==> config.mk <==
export PLATFORM = sky130hd
export DESIGN_NAME = sa_tag_directory
export DESIGN_NICKNAME = d
export VERILOG_FILES = /design/src/rtl/sa_tag_directory.sv
export SDC_FILE = /design/constraint.sdc
export NUM_CORES = 1
export LEC_CHECK = 0
export BUFFER_PORTS_ARGS = -buffer_cell sky130_fd_sc_hd__buf_2
export CAP_MARGIN = 25
export CELL_PAD_IN_SITES_DETAIL_PLACEMENT = 1
export CELL_PAD_IN_SITES_GLOBAL_PLACEMENT = 2
export CORE_MARGIN = 3
export CORE_UTILIZATION = 36
export DETAILED_ROUTE_END_ITERATION = 10
export HOLD_SLACK_MARGIN = 0.02
export PLACE_DENSITY_LB_ADDON = 0.1
export REMOVE_ABC_BUFFERS = 1
export SKIP_CTS_REPAIR_TIMING = 1
export SYNTH_ARGS = -nofsm -noshare
export SYNTH_HDL_FRONTEND = slang
export SYNTH_SLANG_ARGS = --single-unit
==> constraint.sdc <==
create_clock -name clk -period 3.9 [get_ports clk]
set_clock_uncertainty 0.15 [all_clocks]
set_input_delay 0.195 -clock clk [delete_from_list [all_inputs] [get_ports clk]]
set_output_delay 0.195 -clock clk [all_outputs]
set_load 0.1 [all_outputs]
==> src/rtl/sa_tag_directory.sv <==
module sa_tag_directory #(
  parameter int ADDR_W = 12,
  parameter int OFFS_W = 4,
  parameter int SET_W  = 1,
  parameter int WAY_W  = 2,
  parameter int CNT_W  = 16
) (
  input  logic                           clk,
  input  logic                           rst_n,
  input  logic                           policy_lru,
  input  logic                           req_valid,
  input  logic [ADDR_W-1:0]              req_addr,
  output logic                           rsp_valid,
  output logic                           rsp_hit,
  output logic [WAY_W-1:0]               rsp_way,
  output logic                           evict_valid,
  output logic [ADDR_W-OFFS_W-SET_W-1:0] evict_tag,
  output logic [CNT_W-1:0]               access_count,
  output logic [CNT_W-1:0]               miss_count
);
  localparam int TAG_W = ADDR_W - OFFS_W - SET_W;
  localparam int SETS  = 1 << SET_W;
  localparam int WAYS  = 1 << WAY_W;

  logic [TAG_W-1:0] tag_q   [SETS][WAYS];
  logic             valid_q [SETS][WAYS];
  logic [WAY_W-1:0] age_q   [SETS][WAYS];
  logic [WAY_W-1:0] ptr_q   [SETS];
  logic             mode_q;

  logic [SET_W-1:0] req_set;
  logic [TAG_W-1:0] req_tag;
  logic [WAYS-1:0]  hit_vec;
  logic             hit;
  logic [WAY_W-1:0] hit_way, free_way, lru_way, victim, use_way;
  logic             free_any;
  logic             offs_unused;

  assign req_set     = req_addr[OFFS_W +: SET_W];
  assign req_tag     = req_addr[ADDR_W-1 -: TAG_W];
  assign offs_unused = ^req_addr[OFFS_W-1:0];

  for (genvar w = 0; w < WAYS; w++) begin : g_cmp
    assign hit_vec[w] = valid_q[req_set][w] && (tag_q[req_set][w] == req_tag);
  end

  assign hit = |hit_vec;

  always_comb begin
    hit_way  = '0;
    free_way = '0;
    lru_way  = '0;
    free_any = 1'b0;
    for (int w = WAYS - 1; w >= 0; w--) begin
      if (hit_vec[w]) hit_way = WAY_W'(w);
      if (!valid_q[req_set][w]) begin
        free_way = WAY_W'(w);
        free_any = 1'b1;
      end
      if (age_q[req_set][w] == WAY_W'(WAYS - 1)) lru_way = WAY_W'(w);
    end
  end

  assign victim  = free_any ? free_way : (mode_q ? lru_way : ptr_q[req_set]);
  assign use_way = hit ? hit_way : victim;

  always_ff @(posedge clk) begin
    if (!rst_n) begin
      mode_q       <= policy_lru;
      rsp_valid    <= 1'b0;
      rsp_hit      <= 1'b0;
      rsp_way      <= '0;
      evict_valid  <= 1'b0;
      evict_tag    <= '0;
      access_count <= '0;
      miss_count   <= '0;
      for (int s = 0; s < SETS; s++) begin
        ptr_q[s] <= '0;
        for (int w = 0; w < WAYS; w++) begin
          valid_q[s][w] <= 1'b0;
          tag_q[s][w]   <= '0;
          age_q[s][w]   <= WAY_W'(w);
        end
      end
    end else begin
      rsp_valid   <= req_valid;
      rsp_hit     <= hit;
      rsp_way     <= use_way;
      evict_valid <= req_valid && !hit && valid_q[req_set][victim];
      evict_tag   <= tag_q[req_set][victim];
      if (req_valid) begin
        access_count <= access_count + 1'b1;
        if (!hit) begin
          miss_count               <= miss_count + 1'b1;
          tag_q[req_set][victim]   <= req_tag;
          valid_q[req_set][victim] <= 1'b1;
          if (!mode_q) ptr_q[req_set] <= ptr_q[req_set] + 1'b1;
        end
        if (mode_q) begin
          for (int w = 0; w < WAYS; w++) begin
            if (WAY_W'(w) == use_way)
              age_q[req_set][w] <= '0;
            else if (age_q[req_set][w] < age_q[req_set][use_way])
              age_q[req_set][w] <= age_q[req_set][w] + 1'b1;
          end
        end
      end
    end
  end

  AST_TAG_UNIQUE: assert property (@(posedge clk) disable iff (!rst_n)
    $onehot0(hit_vec));
  AST_HIT_NO_EVICT: assert property (@(posedge clk) disable iff (!rst_n)
    (rsp_valid && rsp_hit) |-> !evict_valid);
  AST_RSP_TIMING: assert property (@(posedge clk) disable iff (!rst_n)
    rsp_valid == $past(req_valid));
  AST_ACCESS_STEP: assert property (@(posedge clk) disable iff (!rst_n)
    $past(req_valid) |-> access_count == $past(access_count) + 1'b1);
  AST_ACCESS_IDLE: assert property (@(posedge clk) disable iff (!rst_n)
    !$past(req_valid) |-> $stable(access_count));
  AST_MISS_STEP: assert property (@(posedge clk) disable iff (!rst_n)
    (rsp_valid && !rsp_hit) |-> miss_count == $past(miss_count) + 1'b1);
  AST_MODE_HELD: assert property (@(posedge clk) disable iff (!rst_n)
    $past(rst_n) |-> $stable(mode_q));
  always @(posedge clk)
    if (rst_n) AST_MISS_LE_ACCESS: assert (miss_count <= access_count);
endmodule

After elaboration in Yosys (flattened, before gate mapping)
Memory sizes are Yosys's and may differ from the RTL's.
Index checks and enable logic that the tools add are counted.

storage, ports and cells
  register bits after elaboration = 45
  latch bits = 0
  RAM bits = 84
  memory bits (read-only) = 0
  input bits = 16
  output and inout port bits = 44
  word-level logic and storage cells = 162
  memories = 4

cells by class
  $add $sub $neg = 7
  multiply operators = 0
  divide/modulo/power cells = 0
  order comparisons = 7
  equal/unequal tests = 11
  shift operators = 0
  muxes and demuxes = 103
  bitwise operators = 7
  reductions and logical operators = 15

memory list
  name     words  bits a word  rd ports  clocked after memory_dff  write ports  line  text
  tag_q    2      28           1         0                         2            25    logic [TAG_W-1:0] tag_q [SETS][WAYS];
  age_q    2      8            1         0                         2            27    logic [WAY_W-1:0] age_q [SETS][WAYS];
  valid_q  2      4            1         0                         2            26    logic valid_q [SETS][WAYS];
  ptr_q    2      2            1         0                         2            28    logic [WAY_W-1:0] ptr_q [SETS];

operators with widths
  operator                                                    number
  two-way mux 28 bit                                          3
  two-way mux 1 bit                                           65
  two-way mux 2 bit                                           22
  adder 16 x 1 -> 16 bit, second input constant               2
  == test 7 bit                                               4
  OR reduction 28 bit                                         1
  two-way mux 7 bit                                           3
  two-way mux 4 bit                                           4
  binary-select mux 7 bit (select 2 bit)                      1
  demux 7 bit (select 2 bit)                                  1
  adder 2 x 1 -> 2 bit, second input constant                 5
  == test 2 bit, second input constant                        4
  less-than comparator 2 bit                                  4
  two-way mux 8 bit                                           1
  OR reduction 4 bit                                          2
  OR reduction 8 bit                                          1
  logical AND 1 bit                                           7
  >= comparator 3 bit, second input constant                  2
  NOT 2 -> 3 bit                                              2
  binary-select mux 2 bit (select 2 bit)                      1
  == test 2 bit, first input constant                         2
  OR 1 bit                                                    4
  less-than comparator 3 x 1 -> 1 bit, second input constant  1
  binary-select mux 1 bit (select 2 bit)                      1
  other kinds (7)                                             7

Longest topological paths before layout
An unclocked memory read counts as a cell.

  word-level depth = 23
  mapped depth = 18
  gate-level depth less buffers = 12

Worst setup path before layout
No wires, ideal clock.

  path kind = input -> register
  from = input req_addr[4]
  to = memory age_q[0][0] in the netlist's numbering (enable)
  library setup time = 0.255 ns
  arrival = 3.752 ns
  data required time = 3.495 ns
  slack = -0.256 ns
  cell stages on the path = 18
  buffers on the path = 6
  path through = buf_6 > buf_6 > buf_6 > buf_4 > buf_2 > mux2i_1 > inv_1 > ha_1 > nand2b_1 > a21oi_1 > o211ai_1 > and2_1 > buf_2 > a211oi_1 > nor3_4 > nor3_4 > o21ai_1 > a221o_1

RTL lines
  element             line  text
  start: declaration  12    input logic [ADDR_W-1:0] req_addr,
  end: declaration    27

==> report_table.html <==
<table>
<tr><th>Metric</th><th>Value</th></tr>
<tr><th colspan="2">Status</th></tr>
<tr><td>Status</td><td>complete, no violations</td></tr>
<tr><th colspan="2">Global routing</th></tr>
<tr><td>Largest net degree at the start of global routing</td><td>35</td></tr>
<tr><td>First-pass GRT wire length</td><td>a little under 30000 um</td></tr>
<tr><td>Overflow left after global routing</td><td>0</td></tr>
<tr><td>Number of global-route vias before repair</td><td>5384</td></tr>
<tr><td>Global routing usage summed across all routing layers</td><td>0.1871</td></tr>
<tr><td>Initial antenna violation count</td><td>0</td></tr>
<tr><th colspan="2">Critical path</th></tr>
<tr><td>Flop2flop setup slack</td><td>0.33 ns</td></tr>
<tr><td>Launch instance of the worst register-to-register path</td><td>age_q[1][5]$_DFFE_PP_</td></tr>
<tr><td>Worst Setup Path Type</td><td>reg2reg</td></tr>
<tr><td>Worst Setup End Kind</td><td>register</td></tr>
<tr><td>Crit-path max FO</td><td>14</td></tr>
<tr><td>CP Launch Point</td><td>age_q[1][5]$_DFFE_PP_</td></tr>
<tr><td>Data arrival at the endpoint of the critical path</td><td>3.52 ns</td></tr>
<tr><td>Reg2reg end</td><td>age_q[1][2]$_DFFE_PP_</td></tr>
<tr><td>Startpoint type of the worst setup path</td><td>register</td></tr>
<tr><td>Worst setup path end</td><td>age_q[1][2]$_DFFE_PP_</td></tr>
<tr><td>Required time of the critical path</td><td>3.85 ns</td></tr>
<tr><td>Number of cells on the worst reg-to-reg path</td><td>11</td></tr>
<tr><th colspan="2">Die</th></tr>
<tr><td>Starting utilization of the core area</td><td>0.3700</td></tr>
<tr><td>Row count</td><td>49</td></tr>
<tr><td>I/O Pins</td><td>60</td></tr>
<tr><td>Area of the die</td><td>slightly above 20000 um2</td></tr>
<tr><td>Core area</td><td>around 18000 um2</td></tr>
<tr><td>Die Width</td><td>approximately 140 um</td></tr>
<tr><td>Height of the die</td><td>142.6 um</td></tr>
<tr><th colspan="2">CTS</th></tr>
<tr><td>Max clock buf depth</td><td>2</td></tr>
<tr><td>CTS H-tree lvls</td><td>4</td></tr>
<tr><td>Clock tree from TritonCTS</td><td>done</td></tr>
<tr><td>Clk sinks</td><td>around 130</td></tr>
<tr><td>Root buf cell</td><td>sky130_fd_sc_hd__clkbuf_16</td></tr>
<tr><td>Clock input transition at the sequential cells of the worst setup and hold paths</td><td>0.06 ns</td></tr>
<tr><td>Total clock buffers created by CTS</td><td>17</td></tr>
<tr><td>Clock latency at the later pin of the worst-skew pair</td><td>0.42 ns</td></tr>
<tr><th colspan="2">Power</th></tr>
<tr><td>Power per cell area</td><td>461.3 nW/um2</td></tr>
<tr><td>Static leakage</td><td>~3.1 nW</td></tr>
<tr><td>Overall Power</td><td>about 3.7 mW</td></tr>
<tr><td>Maximum ir drop on the vdd rail</td><td>between 0.0003 and 0.0004 V</td></tr>
<tr><th colspan="2">Synthesis</th></tr>
<tr><td>Top cell type's share of synthesized area</td><td>0.3757</td></tr>
<tr><td>Cell taking the most area after synthesis</td><td>sky130_fd_sc_hd__edfxtp_1</td></tr>
<tr><td>Register bit count reported by yosys</td><td>129</td></tr>
<tr><td>Most common cell in the synthesized netlist</td><td>sky130_fd_sc_hd__edfxtp_1</td></tr>
<tr><td>Most numerous cell types in the synthesized netlist</td><td>sky130_fd_sc_hd__edfxtp_1, sky130_fd_sc_hd__nand2_1, sky130_fd_sc_hd__nor2_1, sky130_fd_sc_hd__dfxtp_1, sky130_fd_sc_hd__and2_1</td></tr>
<tr><td>Post-Syn Instances</td><td>619</td></tr>
<tr><td>Async S/R FF share, synth</td><td>0</td></tr>
<tr><td>Number of distinct library cell variants in the gate-level netlist after synthesis</td><td>62</td></tr>
<tr><td>Number of warning messages in the yosys log</td><td>0</td></tr>
<tr><td>Sequential share of the synthesized area</td><td>0.5099</td></tr>
<tr><td>EDFF count, synth</td><td>84</td></tr>
<tr><td>Avg Cell Area, Syn</td><td>10.85 um2</td></tr>
<tr><td>Cell types occupying the most area after synthesis</td><td>sky130_fd_sc_hd__edfxtp_1, sky130_fd_sc_hd__dfxtp_1, sky130_fd_sc_hd__mux2i_1, sky130_fd_sc_hd__xnor2_1, sky130_fd_sc_hd__and2_1</td></tr>
<tr><td>Cell area after technology mapping</td><td>6714 um2</td></tr>
<tr><td>Dominant register cell in the synthesized netlist</td><td>sky130_fd_sc_hd__edfxtp_1</td></tr>
<tr><th colspan="2">Timing</th></tr>
<tr><td>Fmax</td><td>0.2798 GHz</td></tr>
<tr><td>Final setup viols</td><td>0</td></tr>
<tr><td>Fin crit share</td><td>0.9166</td></tr>
<tr><td>Min Tclk post-route</td><td>3.575 ns</td></tr>
<tr><td>Max-Slew Margin vs Limit</td><td>0.5957</td></tr>
<tr><td>Final Hold Viols</td><td>0</td></tr>
<tr><td>Worst-Margin Slew</td><td>0.6042 ns</td></tr>
<tr><td>Pins Over Slew Limit</td><td>0</td></tr>
<tr><td>RSZ-0062 raised after global routing</td><td>false</td></tr>
<tr><td>Aggregate negative setup slack</td><td>0 ns</td></tr>
<tr><td>Worst hold margin</td><td>0.04351 ns</td></tr>
<tr><th colspan="2">Place</th></tr>
<tr><td>IO buf count</td><td>55</td></tr>
<tr><td>Gp weighted congestion</td><td>0.8212</td></tr>
<tr><td>HPWL Detailed</td><td>roughly 13000 um</td></tr>
<tr><td>Cell area after placement</td><td>7370 um2</td></tr>
<tr><th colspan="2">Final layout</th></tr>
<tr><td>Share of layout cells above drive strength 1</td><td>0.2181</td></tr>
<tr><td>Area overhead of the layout relative to synthesis</td><td>19.47%</td></tr>
<tr><td>Net count reported at finish</td><td>715</td></tr>
<tr><td>Design area</td><td>between 8000 and 9000 um2</td></tr>
<tr><td>Diodes inserted</td><td>0</td></tr>
<tr><td>Number of fill cells in the layout</td><td>~2000</td></tr>
<tr><th colspan="2">Detailed routing</th></tr>
<tr><td>Count of nets left with antenna violations after detail routing</td><td>0</td></tr>
<tr><td>Via-to-Cell Ratio</td><td>5.344</td></tr>
<tr><td>Per-cell routed wire length</td><td>19.62 um</td></tr>
<tr><td>Detailed-route DRC error count</td><td>0</td></tr>
<tr><td>Initial DRC count</td><td>303</td></tr>
<tr><td>DR vias</td><td>4997</td></tr>
<tr><td>Total detailed-routing wirelength</td><td>18350 um</td></tr>
<tr><td>Number of iterations in the first detailed-routing pass</td><td>4</td></tr>
<tr><th colspan="2">Flow run</th></tr>
<tr><td>Max-cap check violation count</td><td>0</td></tr>
<tr><th colspan="2">Worst hold path</th></tr>
<tr><td>Class of the tightest hold or removal check</td><td>in2reg</td></tr>
</table>
worst min-delay path by stage:
stage | startpoint | end | slack (ns) | cells past startpoint
2_1_floorplan | policy_lru | mode_q$_DFFE_PN_ | 0.14 | 0
3_3_place_gp | policy_lru | mode_q$_DFFE_PN_ | 0.24 | 1
3_5_place_dp | policy_lru | mode_q$_DFFE_PN_ | 0.24 | 1
4_1_cts | policy_lru | mode_q$_DFFE_PN_ | -0.20 | 1
5_1_grt | req_valid | miss_count[1]$_SDFFE_PN0P_ | 0.06 | 3
6_report | req_valid | miss_count[1]$_SDFFE_PN0P_ | 0.04 | 3
logic make-up (layout without fill, tap and decap cells):
| logic type | count (synthesis) | after routing | synth area share |
|---|---|---|---|
| mux | 43 | 43 | 0.07976 |
| simple gates | 246 | 246 | 0.1979 |
| compound gates | 85 | 85 | 0.08890 |
| fa+ha+maj | 8 | 8 | 0.01454 |
| xor+xnor | 57 | 57 | 0.07436 |
| buf+inv | 51 | 138 | 0.03466 |
| flops | 129 | 129 | 0.5099 |
worst max-delay path, stage by stage, from the launching register on:
cell	delay, ns
sky130_fd_sc_hd__edfxtp_1	0.37
sky130_fd_sc_hd__mux2i_1	0.28
sky130_fd_sc_hd__inv_1	0.20
sky130_fd_sc_hd__ha_1	0.27
sky130_fd_sc_hd__nor3_2	0.24
sky130_fd_sc_hd__o31ai_2	0.09
sky130_fd_sc_hd__buf_4	0.22
sky130_fd_sc_hd__a311o_4	0.40
sky130_fd_sc_hd__o32ai_1	0.36
sky130_fd_sc_hd__nor3_1	0.11
sky130_fd_sc_hd__o22a_1	0.28
sky130_fd_sc_hd__a31oi_1	0.30
layout make-up:
class | instances | area, um2 | area share
inverters | 17 | 63.81 | 0.007955
multi-input cells | 439 | 3088 | 0.3850
flip-flops and latches | 129 | 3423 | 0.4268
well taps | 229 | 286.5 | 0.03572
clock buffers | 22 | 518.0 | 0.06458
repair buffers | 89 | 548.0 | 0.06832
clock inverters | 10 | 93.84 | 0.01170
power by group:
part | leakage (nW) | total, mW | internal [mW] | switching, mW
combinational | 1.64 | 0.523 | 0.169 | 0.354
clock | 0.306 | 1.62 | 1.01 | 0.607
sequential | 1.21 | 1.56 | 1.52 | 0.0364
total | 3.15 | 3.70 | 2.70 | 0.998
through the flow:
step / instances / utilization / worst slack, ns
after floorplan: 585 / - / 0.1903
after global placement: 902 / 0.4061 / 0.1765
after detailed placement: 902 / 0.4061 / -0.01267
after CTS: 934 / 0.4398 / 0.1957
after global routing: 935 / 0.4420 / 0.07018
final: 935 / 0.4420 / 0.3254
layer usage:
layer	routed length, um	track usage
met3	776	0.03999
met2	8735	0.3012
met5	0	0
met1	8580	0.2515
met4	252	0.06303
layout by cell type (no fill, tap or decap), types with 5 or more instances in the layout:
cell type,n
sky130_fd_sc_hd__nand2b_1,9
sky130_fd_sc_hd__mux2i_1,33
sky130_fd_sc_hd__edfxtp_1,84
sky130_fd_sc_hd__o31ai_1,5
sky130_fd_sc_hd__clkbuf_16,20
sky130_fd_sc_hd__nand3_1,21
sky130_fd_sc_hd__inv_1,16
sky130_fd_sc_hd__nand4_1,8
sky130_fd_sc_hd__nand2_1,52
sky130_fd_sc_hd__and3_1,20
sky130_fd_sc_hd__nor4_2,6
sky130_fd_sc_hd__nor3_1,10
sky130_fd_sc_hd__buf_2,54
sky130_fd_sc_hd__ha_1,6
sky130_fd_sc_hd__xnor2_1,37
sky130_fd_sc_hd__xor2_1,20
sky130_fd_sc_hd__o21ai_0,17
sky130_fd_sc_hd__and2_1,39
sky130_fd_sc_hd__a21oi_1,22
sky130_fd_sc_hd__or3_1,9
sky130_fd_sc_hd__buf_4,33
sky130_fd_sc_hd__nor2_1,51
sky130_fd_sc_hd__mux4_2,8
sky130_fd_sc_hd__dfxtp_1,45
state kept, by name, summed over array words and instances, names as in the netlist:
name	flops
ptr_q	4
evict_tag	7
miss_count	16
tag_q	56
evict_valid	1
mode_q	1
rsp_valid	1
rsp_way	2
valid_q	8
access_count	16
rsp_hit	1
age_q	16
Power figures use the tool's default switching activity.
